$ cat src/rtl/gfm_pkg.sv
package gfm_pkg;

    typedef enum logic [1:0] {
        FLD_DEG6  = 2'd0,
        FLD_DEG7A = 2'd1,
        FLD_DEG7B = 2'd2,
        FLD_DEG8  = 2'd3
    } field_e;

    localparam int MAX_DEG = 8;

    // Field degree n for each configuration.
    function automatic int fld_deg(field_e f);
        unique case (f)
            FLD_DEG6:  return 6;
            FLD_DEG7A: return 7;
            FLD_DEG7B: return 7;
            default:   return 8;
        endcase
    endfunction

    // Reduction polynomial without its x^n term: x^n == low part (mod P).
    function automatic logic [MAX_DEG-1:0] fld_low(field_e f);
        unique case (f)
            FLD_DEG6:  return 8'h09;
            FLD_DEG7A: return 8'h11;
            FLD_DEG7B: return 8'h09;
            default:   return 8'h1B;
        endcase
    endfunction

endpackage

$ cat src/rtl/gfm_clmul.sv
module gfm_clmul #(
    parameter int N = 8,
    localparam int PW = 2 * N - 1
) (
    input  logic [N-1:0]  op_x,
    input  logic [N-1:0]  op_y,
    output logic [PW-1:0] prod
);

    // Carry-less partial product: each term is one AND, each column an XOR sum.
    always_comb begin
        prod = '0;
        for (int i = 0; i < N; i++) begin
            for (int j = 0; j < N; j++) begin
                prod[i+j] = prod[i+j] ^ (op_x[i] & op_y[j]);
            end
        end
    end

endmodule

$ cat src/rtl/gfm_fold.sv
module gfm_fold #(
    parameter int          N   = 8,
    parameter logic [N-1:0] LOW = '0,
    localparam int PW = 2 * N - 1
) (
    input  logic [PW-1:0] wide,
    output logic [N-1:0]  rem
);

    logic [PW-1:0] acc;

    // Fold from the top term down so that bits created by one step are folded by a later step.
    always_comb begin
        acc = wide;
        for (int k = PW - 1; k >= N; k--) begin
            acc[k-N +: N] = acc[k-N +: N] ^ ({N{acc[k]}} & LOW);
        end
        rem = acc[N-1:0];
    end

endmodule

$ cat src/rtl/gfm_outstage.sv
module gfm_outstage #(
    parameter int N       = 8,
    parameter bit REG_OUT = 1'b1
) (
    input  logic         clk,
    input  logic         rst_n,
    input  logic         in_valid,
    input  logic [N-1:0] res_d,
    output logic [N-1:0] res_q,
    output logic         vld_q
);

    generate
        if (REG_OUT) begin : g_reg
            always_ff @(posedge clk or negedge rst_n) begin
                if (!rst_n) begin
                    res_q <= '0;
                    vld_q <= 1'b0;
                end else begin
                    vld_q <= in_valid;
                    if (in_valid) begin
                        res_q <= res_d;
                    end
                end
            end
        end else begin : g_pass
            assign res_q = res_d;
            assign vld_q = in_valid;
        end
    endgenerate

endmodule

$ cat src/rtl/gfm_mult.sv
module gfm_mult
    import gfm_pkg::*;
#(
    parameter field_e FIELD   = FLD_DEG8,
    parameter bit     REG_OUT = 1'b1,
    localparam int    N       = fld_deg(FIELD)
) (
    input  logic         clk,
    input  logic         rst_n,
    input  logic         in_valid,
    input  logic [N-1:0] a,
    input  logic [N-1:0] b,
    output logic [N-1:0] c,
    output logic         out_valid
);

    localparam int             PW    = 2 * N - 1;
    localparam logic [MAX_DEG-1:0] LOW_W = fld_low(FIELD);
    localparam logic [N-1:0]   LOW   = LOW_W[N-1:0];

    logic [PW-1:0] wide;
    logic [N-1:0]  rem;

    gfm_clmul #(.N(N)) u_clmul (
        .op_x (a),
        .op_y (b),
        .prod (wide)
    );

    gfm_fold #(.N(N), .LOW(LOW)) u_fold (
        .wide (wide),
        .rem  (rem)
    );

    gfm_outstage #(.N(N), .REG_OUT(REG_OUT)) u_out (
        .clk      (clk),
        .rst_n    (rst_n),
        .in_valid (in_valid),
        .res_d    (rem),
        .res_q    (c),
        .vld_q    (out_valid)
    );

endmodule

$ cat config.mk
export PLATFORM = sky130hd
export DESIGN_NAME = gfm_mult
export DESIGN_NICKNAME = d
export VERILOG_FILES = /design/src/rtl/gfm_pkg.sv /design/src/rtl/gfm_clmul.sv /design/src/rtl/gfm_fold.sv /design/src/rtl/gfm_outstage.sv /design/src/rtl/gfm_mult.sv
export SDC_FILE = /design/constraint.sdc
export NUM_CORES = 1
export LEC_CHECK = 0
export BUFFER_PORTS_ARGS = -buffer_cell sky130_fd_sc_hd__buf_2
export CAP_MARGIN = 30
export CORE_UTILIZATION = 50
export CTS_CLUSTER_DIAMETER = 150
export DETAILED_ROUTE_END_ITERATION = 16
export HOLD_SLACK_MARGIN = 0.05
export PLACE_DENSITY_LB_ADDON = 0.2
export REMOVE_ABC_BUFFERS = 1
export SLEW_MARGIN = 40
export SYNTH_ARGS = -nofsm -noshare
export SYNTH_HDL_FRONTEND = slang
export SYNTH_SLANG_ARGS = --single-unit
$ cat constraint.sdc
create_clock -name clk -period 0.8 [get_ports clk]
set_input_delay 0.04 -clock clk [delete_from_list [all_inputs] [get_ports clk]]
set_output_delay 0.04 -clock clk [all_outputs]
set_load 0.02 [all_outputs]
==> out/metrics.json, run 1 <==
{
  "crit_type": "in2reg",
  "io_pins": 28,
  "synth-seq-cells": 9,
  "ratio_of_cells_with_drive_above_1_in_the_final_layout_pct": 50.4,
  "antennaDiodeCount": 0,
  "clkLatencyLatePin_ns": 0.27,
  "grt_max_degree": 10,
  "ir_worst_vdd_uv": 2370,
  "ys_dominant_reg_cell": "sky130_fd_sc_hd__dfrtp_1",
  "post_synth_top_area_cell": "sky130_fd_sc_hd__xnor2_1",
  "slew_viol_final": 0,
  "detailed_place.area_um2": 1750,
  "buffer_ports.inserted": 27,
  "cts.root.buffer_cell": "sky130_fd_sc_hd__clkbuf_4",
  "clk_pin_slew_ns": 0.06,
  "syn-cell-area_um2": 1440,
  "netlist.area_leader.share_pct": 24.4,
  "crit_path_cell_trace": "buf_8 -> buf_6 -> nand2_4 -> xnor2_2 -> xnor3_2 -> xnor2_4 -> xnor2_2 -> xnor3_1 -> a21oi_1",
  "drt-initial-drc-count": 48,
  "synthCells": 174,
  "hold_path_class": "in2reg",
  "cp_slowest_stage_delay_ns": 0.49,
  "drv_cap": 0,
  "synth_cell_types": 23,
  "cts_num_sinks": 9,
  "clock_skew_ns": 0,
  "drt-vias-per-instance": 5.12,
  "relative_slew_margins_pct": 78.6,
  "route.antenna.remaining_nets": 0,
  "finish.instance_area_um2": 2240,
  "die_w_um": 55.6,
  "result_of_the_run": "finished with violations",
  "detailed_place_hpwl_mm": 2.76,
  "cp_common_cell": "sky130_fd_sc_hd__xnor2_2",
  "cp_data_required_time_ns": 1.00,
  "critPathArrivalTime_ns": 1.85,
  "ys_seq_area_share_pct": 15.7,
  "post_layout_nonfiller_instances": 267,
  "final_hold_viol_count": 0,
  "post_synth_main_area_contributors": "sky130_fd_sc_hd__xnor2_1 (24%), sky130_fd_sc_hd__dfrtp_1 (16%), sky130_fd_sc_hd__nand2_1 (16%), sky130_fd_sc_hd__xor2_1 (9.1%), sky130_fd_sc_hd__xnor3_2 (5.0%)",
  "finalWeightedCongestion": 0.894,
  "cp_slowest_cell": "sky130_fd_sc_hd__xnor3_2",
  "drc": 0,
  "cts_buffers": 3,
  "startpoint_type": "primary input",
  "leakagePower_uw": 0.00109,
  "coreArea_um2": 2730,
  "post-route-period-util_pct": 206,
  "synth_edf_count": 0,
  "grt_setup_unrepaired": "yes",
  "syn_avg_cell_area_um2": 8.26,
  "final-setup-viol-count": 17,
  "max_clock_freq_ghz": 0.606,
  "detailroute.via_count": 1366,
  "critical_path_peak_fanout": 6,
  "grt_first_pass_wirelength_mm": 6.52,
  "detail_route.wirelength_mm": 4.18,
  "std_cell_rows": 19,
  "violated_checks": "negative setup slack",
  "clock_period_minus_worst_slack_ns": 1.65,
  "detail_route.wl_per_cell_um": 15.7,
  "critical_path.n_buffers_inverters": 2,
  "cpLargestDelayFamily": "XOR/XNOR gates",
  "end_kind": "flip-flop",
  "ys.warnings.count": 0,
  "htree_levels": 1,
  "firstDrtPassIters": 6,
  "flow.area_growth_from_synthesis_pct": 55.5,
  "die_h_um": 55.6,
  "ctsLongestPathBuffers": 2,
  "synthArstFlopShare_pct": 100,
  "place_inst": 248,
  "initial_cell_density_of_the_core_pct": 52.6,
  "worst_slew_pin_slew_ns": 0.319,
  "power_density_nw_per_um2": 2250,
  "die_area_um2": 3090,
  "final_core_utilization_pct": 81.8,
  "grt_pass1_vias": 1425,
  "hold-worst-slack_ns": 0.0874,
  "globalRoute.totalOverflow": 0,
  "global_route.usage.total_pct": 27.0,
  "layout.nets": 256,
  "antenna_found_initial": 0,
  "cts_tree": "built",
  "fin_ws_ns": -0.851
}
[report_power, final]
group / internal, uW / leakage [uW] / switching (uW)
clock: 193 / 0.0000150 / 175
sequential: 673 / 0.000103 / 171
combinational: 2280 / 0.000972 / 1540
[cells by family after synthesis]
kind of cell | synth area share (%)
buffers and inverters | 7.75
AOI/OAI and AO/OA | 2.61
xor gates and xnor gates | 50.4
DFF | 15.7
and+or+nand+nor | 18.7
muxes | 4.87
[final timing paths]
check	slack (ns)	cells after the start	startpoint	to
setup / recovery	-0.85	9	b[6]	u_out.res_q[4]
hold / removal	0.09	2	in_valid	u_out.res_q[6]
setup reg to reg	0	1	u_out.res_q[5]	u_out.res_q[5]
hold reg to reg	0.54	1	u_out.res_q[7]	u_out.res_q[7]
max in group asynchronous	0.45	2	rst_n	u_out.res_q[3]
min in group asynchronous	0.18	2	rst_n	u_out.vld_q
[synth_stat cells (3+ instances only)]
library cell / n
sky130_fd_sc_hd__nor2_1: 5
sky130_fd_sc_hd__clkbuf_1: 5
sky130_fd_sc_hd__buf_4: 4
sky130_fd_sc_hd__buf_6: 3
sky130_fd_sc_hd__xor2_1: 15
sky130_fd_sc_hd__nand2_2: 3
sky130_fd_sc_hd__a21oi_1: 4
sky130_fd_sc_hd__mux2_2: 4
sky130_fd_sc_hd__xnor3_1: 3
sky130_fd_sc_hd__xnor3_2: 3
sky130_fd_sc_hd__dfrtp_1: 9
sky130_fd_sc_hd__buf_2: 5
sky130_fd_sc_hd__xnor2_1: 40
sky130_fd_sc_hd__nand2_1: 60
[sequential cells by signal, indices dropped and copies added (netlist names)]
signal       count
u_out.res_q      8
u_out.vld_q      1
[layout by cell type (no fill, tap or decap)]
cell                            Yosys  layout
sky130_fd_sc_hd__mux2i_1            1       1
sky130_fd_sc_hd__buf_2              5       9
sky130_fd_sc_hd__nor2b_1            1       1
sky130_fd_sc_hd__a21oi_1            4       4
sky130_fd_sc_hd__o21ai_0            1       1
sky130_fd_sc_hd__inv_1              1       1
sky130_fd_sc_hd__buf_4              4      38
sky130_fd_sc_hd__clkbuf_4           0       3
sky130_fd_sc_hd__xnor3_1            3       2
sky130_fd_sc_hd__xor2_2             1       5
sky130_fd_sc_hd__mux2_2             4       1
sky130_fd_sc_hd__mux2_4             1       4
sky130_fd_sc_hd__buf_6              3      22
sky130_fd_sc_hd__nand2_1           60      50
sky130_fd_sc_hd__xnor2_2            2      12
sky130_fd_sc_hd__xnor2_4            2       2
sky130_fd_sc_hd__dfrtp_1            9       9
sky130_fd_sc_hd__nand2_4            0       6
sky130_fd_sc_hd__xor2_1            15      11
sky130_fd_sc_hd__clkbuf_1           5       1
sky130_fd_sc_hd__dlygate4sd3_1      0       1
sky130_fd_sc_hd__a22oi_2            1       1
sky130_fd_sc_hd__nor2_1             5       5
sky130_fd_sc_hd__xnor2_1           40      30
sky130_fd_sc_hd__xnor3_2            3       4
sky130_fd_sc_hd__buf_8              0       4
sky130_fd_sc_hd__nand2_2            3       7
sky130_fd_sc_hd__buf_12             0       1
[metrics by stage]
stage	power (uW)	TNS (ns)	setup WS [ns]
2_1_floorplan	2800	-6.14	-1.00
3_3_place_gp	3560	-8.31	-1.17
3_5_place_dp	3630	-8.62	-1.21
4_1_cts	4860	-6.28	-0.849
5_1_grt	5290	-6.90	-0.954
6_report	5040	-6.22	-0.851
[timing repair]
item                                    CTS  global route
gates resized for setup                  76             8
buffers inserted                         11             5
endpoints found under the setup margin   17            17
hold buffers                              1             0
gates cloned                              0             0
pin swaps                                28            17
endpoints found under the hold margin     9             0
[layout make-up]
type,count,area (um2)
clock buffers,4,26.3
fillers,153,498
inverters,1,3.75
multi-input cells,147,1270
flip-flops and latches,9,225
well taps,31,38.8
repair buffers,75,668
[routing by layer]
layer  GRT usage (%)  wire length [um]  up-vias
met4            8.57               100        0
met2            54.7              2390       42
met1            29.1              1570      670
met5               0                 0        -
li1                -                 -      646
met3            1.86               115        8
No activity file was read; power rests on OpenSTA's default activity.
==> inputs of run 2 (changes only) <==
--- a/config.mk
+++ b/config.mk
@@ -5,9 +5,10 @@
 export SDC_FILE = /design/constraint.sdc
 export NUM_CORES = 1
 export LEC_CHECK = 0
-export BUFFER_PORTS_ARGS = -buffer_cell sky130_fd_sc_hd__buf_2
+export ABC_AREA = 1
+export BUFFER_PORTS_ARGS = -buffer_cell sky130_fd_sc_hd__buf_4
 export CAP_MARGIN = 30
-export CORE_UTILIZATION = 50
+export CORE_UTILIZATION = 52
 export CTS_CLUSTER_DIAMETER = 150
 export DETAILED_ROUTE_END_ITERATION = 16
 export HOLD_SLACK_MARGIN = 0.05
==> run 2 against run 1 <==
  * The run ends with negative hold slack, negative setup slack left
  * Hold slack lost 0.10 ns
  * Design area rose by 34%
  * Non-clock buffer count shrank 16
  * Utilization increased by 7.9 points
  * Setup slack better by 0.43 ns
  * Power down 16%
  * Fmax up 35%
  * Final cell count increased by 51%
  * Sequential power fell by 18%
  * Largest power group unchanged
==> out/metrics.json, run 2 <==
{
  "result_of_the_run": "finished with violations",
  "violated_checks": "negative hold slack, negative setup slack",
  "ys_dominant_reg_cell": "sky130_fd_sc_hd__dfrtp_1",
  "power_density_nw_per_um2": 1420,
  "initial_cell_density_of_the_core_pct": 54.6,
  "ir_worst_vdd_uv": 604,
  "detail_route.wirelength_mm": 7.12,
  "biggestRegsByFlops": "u_out.res_q (8), u_out.vld_q (1)",
  "firstDrtPassIters": 6,
  "hold-worst-slack_ns": -0.0170,
  "synth-seq-cells": 9,
  "startpoint": "a[2]",
  "critical_path.endpoint": "u_out.res_q[3]",
  "setup-tns-final_ns": -3.13,
  "crit_type": "in2reg",
  "globalRouteMet2Util_pct": 54.2,
  "coreArea_um2": 3340,
  "cp_common_cell": "sky130_fd_sc_hd__nand2_2",
  "reg2reg_start": "u_out.res_q[3]",
  "critPathArrivalTime_ns": 1.38,
  "cts_num_sinks": 9,
  "global_route.usage.total_pct": 27.1,
  "max_clock_freq_ghz": 0.820,
  "die_h_um": 61.2,
  "route.antenna.remaining_nets": 0,
  "detailed_place_hpwl_mm": 3.44,
  "end_kind": "flip-flop",
  "ratio_of_cells_with_drive_above_1_in_the_final_layout_pct": 49.0,
  "startpoint_type": "primary input",
  "crit_path_cell_trace": "buf_6 -> nand2_2 -> xnor2_1 -> nand2_2 -> nand2_1 -> nand2_2 -> nand2_1 -> nand2_2 -> nand2_4 -> buf_6 -> nand2_2 -> nand3_2 -> nand2_1",
  "ys_seq_area_share_pct": 12.4,
  "critical_path_peak_fanout": 7,
  "post_synth_main_area_contributors": "sky130_fd_sc_hd__nand2_1 (30%), sky130_fd_sc_hd__dfrtp_1 (12%), sky130_fd_sc_hd__nand3_1 (11%), sky130_fd_sc_hd__xor2_1 (11%), sky130_fd_sc_hd__xnor2_1 (9.6%)",
  "syn_avg_cell_area_um2": 5.86,
  "post-route-period-util_pct": 152,
  "mostFrequentLayoutCells": "sky130_fd_sc_hd__nand2_1 (100), sky130_fd_sc_hd__nand2_2 (38), sky130_fd_sc_hd__nand3_1 (27)",
  "detailed_place.area_um2": 2110,
  "leakagePower_uw": 0.00155,
  "rrSetupSlack_ns": 0.04,
  "net_switching_share_of_the_total_power_pct": 48.0,
  "synth_edf_count": 0,
  "ys.warnings.count": 0,
  "comb_power_share_pct": 75.2,
  "grt.met3_usage_pct": 2.10,
  "synthCells": 311,
  "flow.area_growth_from_synthesis_pct": 64.1,
  "pre_cts_slack_ns": -0.672,
  "global_route.peak_usage_layer": "met2",
  "cp_slowest_cell": "sky130_fd_sc_hd__xnor2_1",
  "clock_skew_ns": 0,
  "drt-initial-drc-count": 200,
  "grt_max_degree": 13,
  "grt_setup_unrepaired": "yes",
  "die_w_um": 61.2,
  "die_area_um2": 3750,
  "drv_cap": 0,
  "post-synth-top-count-cell": "sky130_fd_sc_hd__nand2_1",
  "cts_buffers": 3,
  "ctsLongestPathBuffers": 2,
  "clkLatencyLatePin_ns": 0.27,
  "regMostFlops": "u_out.res_q",
  "cts.root.buffer_cell": "sky130_fd_sc_hd__clkbuf_4",
  "detailroute.via_count": 2331,
  "netlist.area_leader.share_pct": 29.6,
  "final-setup-viol-count": 17,
  "detail_route.wl_per_cell_um": 17.7,
  "antenna_found_initial": 0,
  "pwr-share-clk_pct": 8.5,
  "drt-vias-per-instance": 5.78,
  "cp_data_required_time_ns": 0.96,
  "post_synth_top_area_cell": "sky130_fd_sc_hd__nand2_1",
  "syn-cell-area_um2": 1820,
  "intPower_uw": 2200,
  "globalRoute.totalOverflow": 0,
  "finalWeightedCongestion": 0.830,
  "grt_pass1_vias": 1800,
  "worst_slew_pin_slew_ns": 0.306,
  "synth.cells.most_frequent": "sky130_fd_sc_hd__nand2_1 (144), sky130_fd_sc_hd__nand3_1 (41), sky130_fd_sc_hd__inv_1 (23), sky130_fd_sc_hd__xor2_1 (23), sky130_fd_sc_hd__xnor2_1 (20)",
  "layout.cells.most_common": "sky130_fd_sc_hd__nand2_1",
  "std_cell_rows": 21,
  "finish.instance_area_um2": 2990,
  "global_route.usage.met1_pct": 30.2,
  "clk_pin_slew_ns": 0.06,
  "hold_path_class": "in2reg",
  "grt_first_pass_wirelength_mm": 7.54,
  "io_pins": 28,
  "final_core_utilization_pct": 89.7,
  "drc": 0,
  "cts_tree": "built",
  "cp_slowest_stage_delay_ns": 0.26,
  "synth_cell_types": 19,
  "regToRegEndpoint": "u_out.res_q[3]",
  "final_hold_viol_count": 1,
  "slew_viol_final": 0,
  "r2r.worst_path.cells": 3,
  "fin_ws_ns": -0.420,
  "relative_slew_margins_pct": 79.5,
  "buffer_ports.inserted": 27,
  "layout.nets": 377,
  "htree_levels": 1,
  "cts_hold_buffers": 1,
  "antennaDiodeCount": 0,
  "seq_power_share_pct": 16.3,
  "netSwitchingPower_uw": 2030,
  "synthArstFlopShare_pct": 100,
  "flip_flop_count_of_the_largest_register_after_layout": 8,
  "clock_period_minus_worst_slack_ns": 1.22
}
run 2: cell count changes after synthesis, moves of 4 or more:
| cell | before | now |
|---|---|---|
| sky130_fd_sc_hd__mux2_2 | 4 | 0 |
| sky130_fd_sc_hd__nand3_1 | 0 | 41 |
| sky130_fd_sc_hd__clkbuf_1 | 5 | 0 |
| sky130_fd_sc_hd__xor2_1 | 15 | 23 |
| sky130_fd_sc_hd__nand2_4 | 0 | 5 |
| sky130_fd_sc_hd__nand2_2 | 3 | 14 |
| sky130_fd_sc_hd__a21oi_1 | 4 | 0 |
| sky130_fd_sc_hd__xnor2_1 | 40 | 20 |
| sky130_fd_sc_hd__nand2_1 | 60 | 144 |
| sky130_fd_sc_hd__inv_1 | 1 | 23 |
| sky130_fd_sc_hd__buf_2 | 5 | 9 |
run 2: worst min-delay path by stage:
stage,startpoint,end,cells after the start
global placement,rst_n,u_out.res_q[6],1
CTS,in_valid,u_out.vld_q,1
global route,in_valid,u_out.vld_q,1
finish,in_valid,u_out.vld_q,1
floorplan,rst_n,u_out.res_q[0],0
detailed placement,rst_n,u_out.res_q[6],1
run 2: power by group through the flow:
stage | clock [uW] | sequential (uW) | combinational [uW]
detailed placement | 0 | 668 | 2100
global route | 387 | 709 | 3410
floorplan | 0 | 839 | 1200
CTS | 341 | 683 | 2440
global placement | 0 | 660 | 2070
finish | 359 | 692 | 3190
run 2: timing repair:
| action | CTS | global route |
|---|---|---|
| hold endpoints to repair | 10 | 1 |
| pin swaps | 19 | 47 |
| endpoints found under the setup margin | 17 | 17 |
| cloned | 0 | 3 |
| buffers inserted | 4 | 6 |
| gates resized for setup | 56 | 103 |
run 2: layout make-up:
| cell class | count | area (um2) |
|---|---|---|
| tap | 46 | 57.6 |
| timing repair buffer | 59 | 694 |
| sequential | 9 | 225 |
| clock buffer | 4 | 26.3 |
| multi-input combinational | 259 | 1890 |
| fill | 149 | 345 |
| inverter | 26 | 100 |
run 2: cells by family after synthesis:
group                  Yosys count  synth area share (%)
XOR/XNOR                        46                  23.3
buffers and inverters           43                  11.9
AND/OR/NAND/NOR                213                  52.4
flip-flops                       9                  12.4
run 2: critical path: cells and delay by family:
family	cells	cell delay [ns]
and+or+nand+nor	10	0.84
buffers and inverters	2	0.23
xor gates and xnor gates	1	0.26
run 2: per-layer routing:
layer	wire [um]	share of wire, %	vias up
met5	0	0	-
met1	2450	34	1085
met4	469	6.6	0
met2	3780	53	155
met3	420	5.9	58
li1	-	-	1033
run 2: per-stage QoR:
step | total power (uW) | cells | hold slack [ns]
floorplan | 2040 | 294 | -0.256
global placement | 2730 | 385 | -0.136
detailed placement | 2770 | 385 | -0.136
CTS | 3470 | 394 | -0.0282
global route | 4510 | 403 | -0.0243
finish | 4240 | 403 | -0.0170
==> inputs of run 3 (changes only) <==
--- a/config.mk
+++ b/config.mk
@@ -14,6 +14,7 @@
 export HOLD_SLACK_MARGIN = 0.05
 export PLACE_DENSITY_LB_ADDON = 0.2
 export REMOVE_ABC_BUFFERS = 1
+export SKIP_CTS_REPAIR_TIMING = 1
 export SLEW_MARGIN = 40
 export SYNTH_ARGS = -nofsm -noshare
 export SYNTH_HDL_FRONTEND = slang
==> run 3 against run 2 <==
  * The run ends with negative setup slack left
  * Clock skew did not move
  * Via count fell by 10%
  * Register-to-register slack barely moved
  * Clock power fell by 5%
  * Design area fell by 4.4%
  * Critical path type unchanged
  * Critical endpoint is now u_out.res_q[6]
==> out/metrics.json, run 3 (synthesized netlist as in run 2, its figures left out) <==
{
  "antennaDiodeCount": 0,
  "finish.instance_area_um2": 2860,
  "regMostFlops": "u_out.res_q",
  "cp_slowest_stage_delay_ns": 0.23,
  "clk_pin_slew_ns": 0.06,
  "max_clock_freq_ghz": 0.883,
  "hold_path_class": "in2reg",
  "r2r.worst_path.cells": 3,
  "biggestRegsByFlops": "u_out.res_q (8), u_out.vld_q (1)",
  "clock_skew_ns": 0,
  "grt_max_degree": 13,
  "die_h_um": 61.2,
  "cts.root.buffer_cell": "sky130_fd_sc_hd__clkbuf_4",
  "route.antenna.remaining_nets": 0,
  "clock_period_minus_worst_slack_ns": 1.13,
  "drc": 0,
  "leakagePower_uw": 0.00147,
  "startpoint_type": "primary input",
  "initial_cell_density_of_the_core_pct": 54.6,
  "io_pins": 28,
  "drt-initial-drc-count": 148,
  "cts_tree": "built",
  "pwr-share-clk_pct": 8.7,
  "flow.area_growth_from_synthesis_pct": 56.9,
  "layout.filler_cells": 192,
  "ratio_of_cells_with_drive_above_1_in_the_final_layout_pct": 45.3,
  "cts_num_sinks": 9,
  "mostFrequentLayoutCells": "sky130_fd_sc_hd__nand2_1 (103), sky130_fd_sc_hd__nand2_2 (43), sky130_fd_sc_hd__nand3_1 (29)",
  "die_area_um2": 3750,
  "detail_route.wirelength_mm": 5.72,
  "cpLargestDelayFamily": "simple AND/OR/NAND/NOR gates",
  "net_switching_share_of_the_total_power_pct": 47.0,
  "critPathArrivalTime_ns": 1.28,
  "relative_slew_margins_pct": 81.1,
  "ir_worst_vdd_uv": 526,
  "std_cell_rows": 21,
  "violated_checks": "negative setup slack",
  "comb_power_share_pct": 73.6,
  "post-route-period-util_pct": 142,
  "cts_buffers": 3,
  "cp_common_cell": "sky130_fd_sc_hd__nand2_2",
  "grt_setup_unrepaired": "yes",
  "detailed_place.area_um2": 2110,
  "end_kind": "flip-flop",
  "seq_power_share_pct": 17.7,
  "rrSetupSlack_ns": 0.05,
  "buffer_ports.inserted": 27,
  "place_inst": 385,
  "drv_cap": 0,
  "final-setup-viol-count": 17,
  "critical_path.n_buffers_inverters": 3,
  "grt_first_pass_wirelength_mm": 7.05,
  "crit_path_cell_trace": "buf_12 -> buf_6 -> nand2_2 -> xor2_1 -> xor2_1 -> inv_1 -> nand2_2 -> nand2_2 -> nand2_2 -> nand3b_1 -> nand3_1 -> nand2_1",
  "detailed_place_hpwl_mm": 3.44,
  "crit_type": "in2reg",
  "coreArea_um2": 3340,
  "fin_ws_ns": -0.333,
  "critical_path_peak_fanout": 8,
  "cp_data_required_time_ns": 0.95,
  "antenna_found_initial": 0,
  "power_density_nw_per_um2": 1370,
  "cp_slowest_cell": "sky130_fd_sc_hd__xor2_1",
  "post_layout_nonfiller_instances": 399,
  "layout.nets": 373,
  "globalRoute.totalOverflow": 0,
  "intPower_uw": 2070,
  "drt-vias-per-instance": 5.24,
  "ctsLongestPathBuffers": 2,
  "result_of_the_run": "finished with violations",
  "sequential_cell_area_um2": 225,
  "min_delay_worst_endpoint": "u_out.res_q[4]",
  "slew_viol_final": 0,
  "clkLatencyLatePin_ns": 0.26,
  "regToRegEndpoint": "u_out.res_q[7]",
  "multi_input_area_um2": 1810,
  "detailroute.via_count": 2092,
  "reg2reg_start": "u_out.res_q[7]",
  "layout.cells.most_common": "sky130_fd_sc_hd__nand2_1",
  "flip_flop_count_of_the_largest_register_after_layout": 8,
  "global_route.usage.total_pct": 25.1,
  "die_w_um": 61.2,
  "holdPathStages": 3,
  "detail_route.wl_per_cell_um": 14.3,
  "firstDrtPassIters": 4,
  "final_core_utilization_pct": 85.7,
  "netSwitchingPower_uw": 1840,
  "finalWeightedCongestion": 0.830,
  "final_hold_viol_count": 0,
  "worst_slew_pin_slew_ns": 0.283,
  "htree_levels": 1,
  "hold_start": "in_valid",
  "grt_pass1_vias": 1687
}
==> run 3: power groups by stage <==
stage / sequential [uW] / clock, uW / combinational, uW
after floorplan: 839 / 0 / 1200
after global placement: 660 / 0 / 2070
after detailed placement: 668 / 0 / 2100
after CTS: 660 / 341 / 2110
after global routing: 708 / 387 / 3130
final: 694 / 340 / 2880
==> run 3: cell type report <==
cell class                 count  area share [%]
timing repair buffer          55            22.4
clock buffer                   4           0.919
multi-input combinational    259            63.3
inverter                      26            3.59
sequential                     9            7.87
tap                           46            2.01
==> run 3: worst reg2reg max path, cell delays in order, from the launching register on <==
cell and delay (ns):
sky130_fd_sc_hd__dfrtp_1 0.39, sky130_fd_sc_hd__buf_4 0.14, sky130_fd_sc_hd__nand2_1 0.06, sky130_fd_sc_hd__nand2_1 0.05
==> run 3: how the worst max path moves through the flow <==
stage                     slack [ns]  cells past startpoint             end  startpoint
after floorplan                -0.31                     14  u_out.res_q[1]        a[6]
after global placement         -0.61                     10  u_out.res_q[7]        b[7]
after detailed placement       -0.67                     10  u_out.res_q[7]        a[7]
after CTS                      -0.40                     10  u_out.res_q[7]        a[7]
after global routing           -0.40                     13  u_out.res_q[6]        a[4]
final                          -0.33                     12  u_out.res_q[6]        a[4]
==> run 3: layer usage <==
metal / GRT usage [%] / vias up / part of all wire (%)
met5: 0 / - / 0
li1: - / 1027 / -
met2: 47.4 / 80 / 55
met3: 1.89 / 13 / 4.7
met1: 30.0 / 972 / 38
met4: 7.79 / 0 / 2.2
==> run 3: stage by stage <==
stage / hold WS, ns / total power [uW] / setup TNS, ns / setup WS [ns]
global route: 0.0957 / 4230 / -3.51 / -0.398
floorplan: -0.256 / 2040 / -2.14 / -0.305
CTS: -0.407 / 3110 / -2.99 / -0.403
global placement: -0.136 / 2730 / -4.56 / -0.612
detailed placement: -0.136 / 2770 / -4.87 / -0.672
finish: 0.0890 / 3920 / -2.59 / -0.333
